**src/rtl/tick_snap_pkg.sv**
```systemverilog
package tick_snap_pkg;
  localparam int unsigned CNT_W_DEF  = 52;
  localparam int unsigned WORD_W_DEF = 32;
  localparam int unsigned CORES_DEF  = 2;

  typedef enum logic [1:0] {
    ADV_HOLD  = 2'd0,
    ADV_STEP  = 2'd1,
    ADV_LOAD  = 2'd2
  } adv_e;
endpackage

```
**src/rtl/tsc_gate.sv**
```systemverilog
module tsc_gate #(
  parameter int unsigned CORES = 2
) (
  input  logic             clk,
  input  logic             rst,
  input  logic             cfg_wr,
  input  logic             cfg_run_en,
  input  logic [CORES-1:0] cfg_stall_sel,
  input  logic [CORES-1:0] core_halt,
  input  logic             tick_en,
  output logic             run_q,
  output logic [CORES-1:0] stall_sel_q,
  output logic             advance
);
  logic [CORES-1:0] frozen_by;

  always_ff @(posedge clk) begin
    if (rst) begin
      run_q       <= 1'b1;
      stall_sel_q <= '0;
    end else if (cfg_wr) begin
      run_q       <= cfg_run_en;
      stall_sel_q <= cfg_stall_sel;
    end
  end

  for (genvar c = 0; c < CORES; c++) begin : g_core
    assign frozen_by[c] = stall_sel_q[c] & core_halt[c];
  end

  always_comb advance = tick_en & run_q & ~(|frozen_by);
endmodule

```
**src/rtl/tsc_core.sv**
```systemverilog
module tsc_core
  import tick_snap_pkg::*;
#(
  parameter int unsigned CNT_W  = 52,
  parameter int unsigned WORD_W = 32
) (
  input  logic              clk,
  input  logic              rst,
  input  logic [WORD_W-1:0] wr_data,
  input  logic              ld_hi_wr,
  input  logic              ld_lo_wr,
  input  logic              ld_commit,
  input  logic              advance,
  output logic [CNT_W-1:0]  cnt_q
);
  localparam int unsigned HI_W = CNT_W - WORD_W;

  logic [HI_W-1:0]   stage_hi;
  logic [WORD_W-1:0] stage_lo;
  logic [CNT_W-1:0]  load_val;
  adv_e              act;

  always_ff @(posedge clk) begin
    if (rst) begin
      stage_hi <= '0;
      stage_lo <= '0;
    end else begin
      if (ld_hi_wr) stage_hi <= wr_data[HI_W-1:0];
      if (ld_lo_wr) stage_lo <= wr_data;
    end
  end

  always_comb begin
    load_val = {stage_hi, stage_lo};
    if (ld_commit)    act = ADV_LOAD;
    else if (advance) act = ADV_STEP;
    else              act = ADV_HOLD;
  end

  always_ff @(posedge clk) begin
    if (rst) cnt_q <= '0;
    else begin
      case (act)
        ADV_LOAD: cnt_q <= load_val;
        ADV_STEP: cnt_q <= cnt_q + 1'b1;
        default:  cnt_q <= cnt_q;
      endcase
    end
  end

  // the load wins even when a tick arrives on the same edge
  a_r6_commit_wins: assert property (@(posedge clk) disable iff (rst)
    ld_commit |=> cnt_q == $past({stage_hi, stage_lo}));
  // the count does not move without a permitted tick
  a_r2_hold: assert property (@(posedge clk) disable iff (rst)
    (!ld_commit && !advance) |=> $stable(cnt_q));
  // a permitted tick adds exactly one, wrapping at the width
  a_r2_step: assert property (@(posedge clk) disable iff (rst)
    (!ld_commit && advance) |=> cnt_q == CNT_W'($past(cnt_q) + 1'b1));
endmodule

```
**src/rtl/tsc_snap.sv**
```systemverilog
module tsc_snap #(
  parameter int unsigned CNT_W  = 52,
  parameter int unsigned WORD_W = 32
) (
  input  logic              clk,
  input  logic              rst,
  input  logic              snap_req,
  input  logic [CNT_W-1:0]  cnt_q,
  output logic              snap_valid,
  output logic [WORD_W-1:0] snap_hi,
  output logic [WORD_W-1:0] snap_lo
);
  localparam int unsigned HI_W  = CNT_W - WORD_W;
  localparam int unsigned PAD_W = WORD_W - HI_W;

  logic [CNT_W-1:0] held;
  logic             pending;

  always_ff @(posedge clk) begin
    if (rst) begin
      held       <= '0;
      pending    <= 1'b0;
      snap_valid <= 1'b0;
    end else begin
      pending <= snap_req;
      if (snap_req) begin
        held       <= cnt_q;
        snap_valid <= 1'b0;
      end else if (pending) begin
        snap_valid <= 1'b1;
      end
    end
  end

  assign snap_hi = {{PAD_W{1'b0}}, held[CNT_W-1:WORD_W]};
  assign snap_lo = held[WORD_W-1:0];

  // the snapshot does not change without a request
  a_r8_snap_stable: assert property (@(posedge clk) disable iff (rst)
    !snap_req |=> $stable(held));
  // the flag is low right after a request
  a_r7_valid_drop: assert property (@(posedge clk) disable iff (rst)
    snap_req |=> !snap_valid);
  // the snapshot equals the count seen in the request cycle
  a_r7_capture: assert property (@(posedge clk) disable iff (rst)
    snap_req |=> held == $past(cnt_q));
endmodule

```
**src/rtl/tick_snap_counter.sv**
```systemverilog
module tick_snap_counter
  import tick_snap_pkg::*;
#(
  parameter int unsigned CNT_W  = CNT_W_DEF,
  parameter int unsigned WORD_W = WORD_W_DEF,
  parameter int unsigned CORES  = CORES_DEF
) (
  input  logic              clk,
  input  logic              rst,
  input  logic              tick_en,
  input  logic [CORES-1:0]  core_halt,
  input  logic              cfg_wr,
  input  logic              cfg_run_en,
  input  logic [CORES-1:0]  cfg_stall_sel,
  input  logic [WORD_W-1:0] wr_data,
  input  logic              ld_hi_wr,
  input  logic              ld_lo_wr,
  input  logic              ld_commit,
  input  logic              snap_req,
  output logic              snap_valid,
  output logic [WORD_W-1:0] snap_hi,
  output logic [WORD_W-1:0] snap_lo
);
  logic             run_q;
  logic [CORES-1:0] stall_sel_q;
  logic             advance;
  logic [CNT_W-1:0] cnt_q;

  tsc_gate #(.CORES(CORES)) gate_i (
    .clk(clk), .rst(rst), .cfg_wr(cfg_wr), .cfg_run_en(cfg_run_en),
    .cfg_stall_sel(cfg_stall_sel), .core_halt(core_halt), .tick_en(tick_en),
    .run_q(run_q), .stall_sel_q(stall_sel_q), .advance(advance)
  );

  tsc_core #(.CNT_W(CNT_W), .WORD_W(WORD_W)) core_i (
    .clk(clk), .rst(rst), .wr_data(wr_data), .ld_hi_wr(ld_hi_wr),
    .ld_lo_wr(ld_lo_wr), .ld_commit(ld_commit), .advance(advance),
    .cnt_q(cnt_q)
  );

  tsc_snap #(.CNT_W(CNT_W), .WORD_W(WORD_W)) snap_i (
    .clk(clk), .rst(rst), .snap_req(snap_req), .cnt_q(cnt_q),
    .snap_valid(snap_valid), .snap_hi(snap_hi), .snap_lo(snap_lo)
  );

  // a halted, selected core freezes the count
  a_r10_frozen: assert property (@(posedge clk) disable iff (rst)
    (!ld_commit && |(stall_sel_q & core_halt)) |=> $stable(cnt_q));
  // with the run bit clear, only a load can change the count
  a_r9_stopped: assert property (@(posedge clk) disable iff (rst)
    (!ld_commit && !run_q) |=> $stable(cnt_q));
endmodule

```
**config.mk**
```make
export PLATFORM = sky130hd
export DESIGN_NAME = tick_snap_counter
export DESIGN_NICKNAME = d
export VERILOG_FILES = /design/src/rtl/tick_snap_pkg.sv /design/src/rtl/tsc_gate.sv /design/src/rtl/tsc_core.sv /design/src/rtl/tsc_snap.sv /design/src/rtl/tick_snap_counter.sv
export SDC_FILE = /design/constraint.sdc
export NUM_CORES = 1
export LEC_CHECK = 0
export BUFFER_PORTS_ARGS = -buffer_cell sky130_fd_sc_hd__buf_2
export CAP_MARGIN = 30
export CORE_ASPECT_RATIO = 0.75
export CORE_MARGIN = 1.5
export CORE_UTILIZATION = 40
export CTS_BUF_LIST = sky130_fd_sc_hd__clkbuf_16
export DETAILED_ROUTE_END_ITERATION = 12
export PLACE_DENSITY = 0.68
export SLEW_MARGIN = 20
export SYNTH_ARGS = -nofsm -noshare
export SYNTH_HDL_FRONTEND = slang
export SYNTH_SLANG_ARGS = --single-unit
```
**constraint.sdc**
```tcl
create_clock -name clk -period 5.4 [get_ports clk]
set_input_delay 0.81 -clock clk [delete_from_list [all_inputs] [get_ports clk]]
set_output_delay 0.81 -clock clk [all_outputs]
set_load 0.05 [all_outputs]
```
==> impl_metrics.csv, run 1 <==
group,metric,value,unit
run_status,status,"finished clean",
cells_and_area,fin_nets,917,
worst_setup_path,arrival,3.22,ns
synth,synth_edf_count,0,
route,routed_via_density,5.432,
sta,finalCritPeriodShare,53.81,%
die,dieArea,18670,µm²
sta,worst_pin_slew,1.013,ns
cells_and_area,final_core_util,47.64,%
worst_setup_path,start_kind,"flop",
synth,synthCells,804,
synth,synth_top_cell_area_share,45.13,%
die,coreArea,17550,µm²
sta,slew_viol_final,0,
cts,clock_sinks,161,
sta,report.final.setup_viol,0,
grt,grtUsageMet1,30.09,%
synth,synth_most_common_cell,"dfxtp_1",
die,io_pins,110,
sta,fin_skew,0.008371,ns
route,post_drt_wl_per_cell,16.72,µm
pwr,powerDensity,335.9,nW/µm²
grt,overflow,0,
hold_path,whs_path_depth,2,
pwr,p_sw,741.1,µW
sta,slew_headroom,31.92,%
grt,grt_pass1_wl,30.24,mm
cts,cts_tree,"done",
pwr,p_int,2.067,mW
placed_design,gp_congestion,0.8732,
route,drt_wl_total,18.83,mm
hold_path,hp-class,"flop to flop",
run,max-cap-violations,0,
synth,netlist_top_cells_count,"161 x dfxtp_1, 152 x nor2_1, 107 x mux2i_1",
cts,numCtsBuffers,17,
worst_setup_path,path_class,"flop to flop",
cells_and_area,drive_above_1_share,15.50,%
synth,synth.avg_cell_area,8.883,µm²
route,ant_nets,0,
die,num_rows,42,
cts,clk_pin_slew_worst_paths,0.07,ns
cts,cts.path.max_buffers,2,
sta,hold_viol,0,
synth,synth-seq-cells,161,
placed_design,dpl.hpwl,12.90,mm
cts,h-tree-depth,4,
worst_setup_path,endpoint_kind,"flop",
cts,post_cts_buffers,0,
route,vias,6116,
synth,synthFlopType,"dfxtp_1",
die,die_y,118.7,µm
worst_setup_path,worstPathRequired,5.71,ns
cts,cts_root_buffer,"clkbuf_16",
grt,grt_pass1_vias,5495,
synth,ys_warn_count,0,
synth,synthTopCellsByArea,"dfxtp_1 45%, mux2i_1 15%, nor2_1 8.0%",
placed_design,numPortBuffers,97,
pwr,vdd_drop_max,0.0001726,V
pwr,p_total,2.808,mW
pwr,combPwrFrac,10.0,%
synth,ys_seq_area_share,45.13,%
synth,syn_area,7142,µm²
synth,yosys.area.top_type,"dfxtp_1",
grt,grt.total_usage,20.83,%
grt,antenna_found_initial,0,
sta,rsz0062_at_grt,"no",
die,start_util,40.69,%
pwr,seq_power_share,46.5,%
grt,grt.met2_usage,29.65,%
pwr,switching_share,26.39,%
route,drt_iter0_drc,523,
grt,top_usage_layer,"met1",
die,die_width,157.3,µm
synth,ys_types,49,
grt,grt_max_degree,73,
route,drcViolationCount,0,
grt,met3_usage,5.611,%
route,firstDrtPassIters,5,
placed_design,dpl_cell_area,7741,µm²
cts,cts_hold_buf,0,
worst_setup_path,reg2reg_depth,5,
synth,async_flop_share,0,%
cells_and_area,n_antenna_cell,0,
pwr,power.share.clock,43.5,%
cells_and_area,design_area,8362,µm²
sta,finalCriticalPeriod,2.906,ns
cells_and_area,area_delta_synth_final,17.08,%
cts,post_cts_resized,0,
cts,clock_latency,0.43,ns
sta,fmax,344.2,MHz
sta,finalSetupTns,0,ns
pwr,p_leak,3.410,nW
worst_setup_path,cp_max_fo,10,
area by class of cell:
type / count / area [µm²]
clock buffers: 17 / 425.4
clock inverters: 15 / 167.7
fillers: 1722 / 9190
inverters: 7 / 26.28
multi-input cells: 580 / 3636
flip-flops and latches: 161 / 3223
well taps: 242 / 302.8
repair buffers: 104 / 580.6
cells by family (layout without fill, tap and decap cells):
| kind of cell | Yosys count | after routing | synth area share [%] |
|---|---|---|---|
| xor gates and xnor gates | 21 | 21 | 2.575 |
| other | 1 | 12 | 0.05251 |
| adders and majority gates | 1 | 1 | 0.1752 |
| and+or+nand+nor | 363 | 363 | 24.81 |
| buffers and inverters | 74 | 143 | 4.537 |
| AOI/OAI and AO/OA | 76 | 76 | 7.726 |
| muxes | 107 | 107 | 15.00 |
| DFF | 161 | 161 | 45.13 |
metrics by stage:
step	worst slack, ns	instances	hold WS [ns]
floorplan	2.673	815	0.4312
global placement	2.319	1092	0.4410
detailed placement	2.310	1093	0.4442
CTS	2.641	1125	0.4541
global route	2.305	1126	0.4809
finish	2.494	1126	0.4528
registers in the layout, summed over array words and instances, names as in the netlist:
signal / flops
gate_i.stall_sel_q: 2
snap_i.held: 52
core_i.stage_hi: 20
gate_i.run_q: 1
core_i.stage_lo: 32
snap_i.pending: 1
core_i.cnt_q: 52
snap_i.snap_valid: 1
power by group through the flow:
stage / clock network [mW] / registers, mW / logic, mW
2_1_floorplan: 0 / 1.35 / 0.177
3_3_place_gp: 0 / 1.33 / 0.272
3_5_place_dp: 0 / 1.33 / 0.277
4_1_cts: 1.25 / 1.31 / 0.278
5_1_grt: 1.31 / 1.31 / 0.304
6_report: 1.22 / 1.31 / 0.280
critical path, stage by stage (launching register included):
cell	delay [ns]
dfxtp_1	0.50
and4_1	0.35
nand3_1	0.39
nor3_1	0.95
a311oi_1	0.23
a2111oi_0	0.36
per-layer routing:
layer  routed length (µm)  part of all wire [%]
met1                 9327                    50
met2                 7891                    42
met3                 1184                   6.3
met4                  427                   2.3
met5                    0                     0
path summary, 6_finish.rpt:
kind / startpoint / to / slack (ns)
worst max-delay path: core_i.cnt_q[15]$_SDFFE_PP0P_ / core_i.cnt_q[34]$_SDFFE_PP0P_ / 2.49
worst min-delay path: core_i.stage_lo[0]$_SDFFE_PP0P_ / core_i.cnt_q[0]$_SDFFE_PP0P_ / 0.45
worst min register to register: core_i.stage_lo[0]$_SDFFE_PP0P_ / core_i.cnt_q[0]$_SDFFE_PP0P_ / 0.45
worst max register to register: core_i.cnt_q[15]$_SDFFE_PP0P_ / core_i.cnt_q[34]$_SDFFE_PP0P_ / 2.49
layout by cell type (no fill, tap or decap), types with 15 or more instances in the layout:
cell,n
nand4_1,26
a211oi_1,15
clkbuf_16,17
nor2_1,152
nor4_1,22
dfxtp_1,161
buf_2,96
nor3_1,22
xnor2_1,21
mux2i_1,107
nand3_1,26
nand2_1,49
Note: power is estimated with default switching activity, not from simulation.
==> run 2, diff against run 1 <==
PLACE_DENSITY = 0.7   (was 0.68)
clock period = 2.3 ns   (was 5.4 ns; I/O delays follow)
==> impl_metrics.csv, run 2 (synthesis gave the netlist of run 1 again) <==
group,metric,value,unit
route,drt_iter0_drc,498,
sta,slew_headroom,54.76,%
cts,numCtsBuffers,17,
cts,cts.path.max_buffers,2,
die,die_width,157.3,µm
cells_and_area,design_area,8792,µm²
route,ant_nets,0,
cells_and_area,layout_common_cells,"159 x dfxtp_1, 152 x nor2_1, 107 x mux2i_1, 96 x buf_2, 57 x buf_4",
die,start_util,40.69,%
pwr,seq_power_share,46.9,%
grt,met3_usage,5.941,%
cells_and_area,fin_nets,970,
sta,rsz0062_at_grt,"yes",
cts,cts_tree,"done",
placed_design,dpl.hpwl,13.58,mm
placed_design,numPortBuffers,97,
sta,finalCriticalPeriod,2.215,ns
grt,grt_max_degree,72,
die,io_pins,110,
sta,finalCritPeriodShare,96.29,%
cells_and_area,top_regs,"core_i.cnt_q (52), snap_i.held (52), core_i.stage_lo (32)",
die,die_y,118.7,µm
pwr,switching_share,26.26,%
grt,grt.total_usage,21.15,%
worst_setup_path,path_class,"flop to flop",
route,drt_wl_total,19.38,mm
sta,fin_skew,0.009409,ns
pwr,combPwrFrac,11.5,%
pwr,powerDensity,734.5,nW/µm²
cells_and_area,n_antenna_cell,0,
cts,clk_pin_slew_worst_paths,0.06,ns
route,post_drt_wl_per_cell,16.46,µm
pwr,power.share.clock,41.5,%
grt,grt_pass1_wl,30.49,mm
worst_setup_path,endpoint_kind,"flop",
worst_setup_path,start_kind,"flop",
die,num_rows,42,
placed_design,gp_congestion,0.8881,
route,firstDrtPassIters,5,
cells_and_area,area_delta_synth_final,23.11,%
grt,overflow,0,
cts,clock_sinks,161,
sta,fmax,451.5,MHz
run_status,status,"finished clean",
grt,grt.met2_usage,29.79,%
cts,cts_hold_buf,0,
grt,top_usage_layer,"met1",
route,drcViolationCount,0,
sta,finalSetupTns,0,ns
worst_setup_path,cp_max_fo,4,
cells_and_area,drive_above_1_share,21.50,%
pwr,p_leak,3.682,nW
cts,post_cts_buffers,0,
sta,hold_viol,0,
sta,holdWs,0.1210,ns
worst_setup_path,arrival,2.54,ns
grt,grtUsageMet1,30.77,%
sta,worst_pin_slew,0.6786,ns
placed_design,dpl_cell_area,8164,µm²
cts,h-tree-depth,4,
sta,slew_viol_final,0,
route,vias,6289,
die,coreArea,17550,µm²
cells_and_area,nFillCells,1685,
pwr,p_int,4.762,mW
run,max-cap-violations,0,
cells_and_area,mostFrequentLayoutCell,"dfxtp_1",
sta,report.final.setup_viol,0,
grt,antenna_found_initial,0,
route,routed_via_density,5.343,
grt,grt_pass1_vias,5689,
pwr,vdd_drop_max,0.0004573,V
pwr,p_sw,1.696,mW
cts,cts_root_buffer,"clkbuf_16",
hold_path,hp-class,"input pin to flop",
die,dieArea,18670,µm²
cts,clock_latency,0.43,ns
worst_setup_path,worstPathRequired,2.63,ns
## run 2: final cells by class
class | instances | area, µm² | area share (%)
clock buffers | 17 | 425.4 | 4.838
clock inverters | 13 | 123.9 | 1.409
inverters | 7 | 26.28 | 0.2988
multi-input cells | 580 | 3709 | 42.18
flip-flops and latches | 161 | 3226 | 36.69
well taps | 242 | 302.8 | 3.444
repair buffers | 157 | 979.7 | 11.14
## run 2: routing by layer
metal	wire length [µm]	vias up	part of all wire, %
met5	0	-	0
li1	-	3110	-
met4	378	0	2.0
met3	1565	33	8.1
met2	8182	226	42
met1	9248	2920	48
## run 2: worst paths after layout
kind                                                          from                              to  slack [ns]  cells after the start
worst max-delay path            gate_i.stall_sel_q[0]$_SDFFE_PP0P_   core_i.cnt_q[49]$_SDFFE_PP0P_        0.09                      5
worst min-delay path                                    cfg_run_en       gate_i.run_q$_SDFFE_PP1P_        0.12                      2
worst max register to register  gate_i.stall_sel_q[0]$_SDFFE_PP0P_   core_i.cnt_q[49]$_SDFFE_PP0P_        0.09                      5
worst min register to register           snap_i.pending$_SDFF_PP0_  snap_i.snap_valid$_SDFFE_PP0P_        0.45                      2
## run 2: through the flow
| stage | std cells | total power, mW | utilization, % | worst slack [ns] |
|---|---|---|---|---|
| floorplan | 815 | 3.593 | - | 0.03822 |
| global placement | 1147 | 3.814 | 46.51 | -0.1048 |
| detailed placement | 1147 | 3.826 | 46.51 | -0.1427 |
| CTS | 1177 | 6.511 | 49.64 | 0.003173 |
| global route | 1177 | 6.701 | 50.09 | -0.02066 |
| finish | 1177 | 6.458 | 50.09 | 0.08533 |
## run 2: timing repair
item                                   4_1_cts  5_1_grt
resized for setup                            0       19
setup endpoints to repair                    0       15
endpoints found under the hold margin        0        0
## run 2: worst max-delay path: stages, from the launching register on
cell	delay [ns]
dfxtp_2	0.33
a22o_1	0.25
or4_4	0.55
or4_4	0.45
or2_1	0.26
a2111oi_2	0.28
## run 2: power groups by stage
stage / sequential [mW] / clock, mW / combinational (mW)
CTS: 3.03 / 2.74 / 0.740
finish: 3.03 / 2.68 / 0.745
detailed placement: 3.09 / 0 / 0.736
global placement: 3.09 / 0 / 0.726
global route: 3.05 / 2.85 / 0.805
floorplan: 3.18 / 0 / 0.415
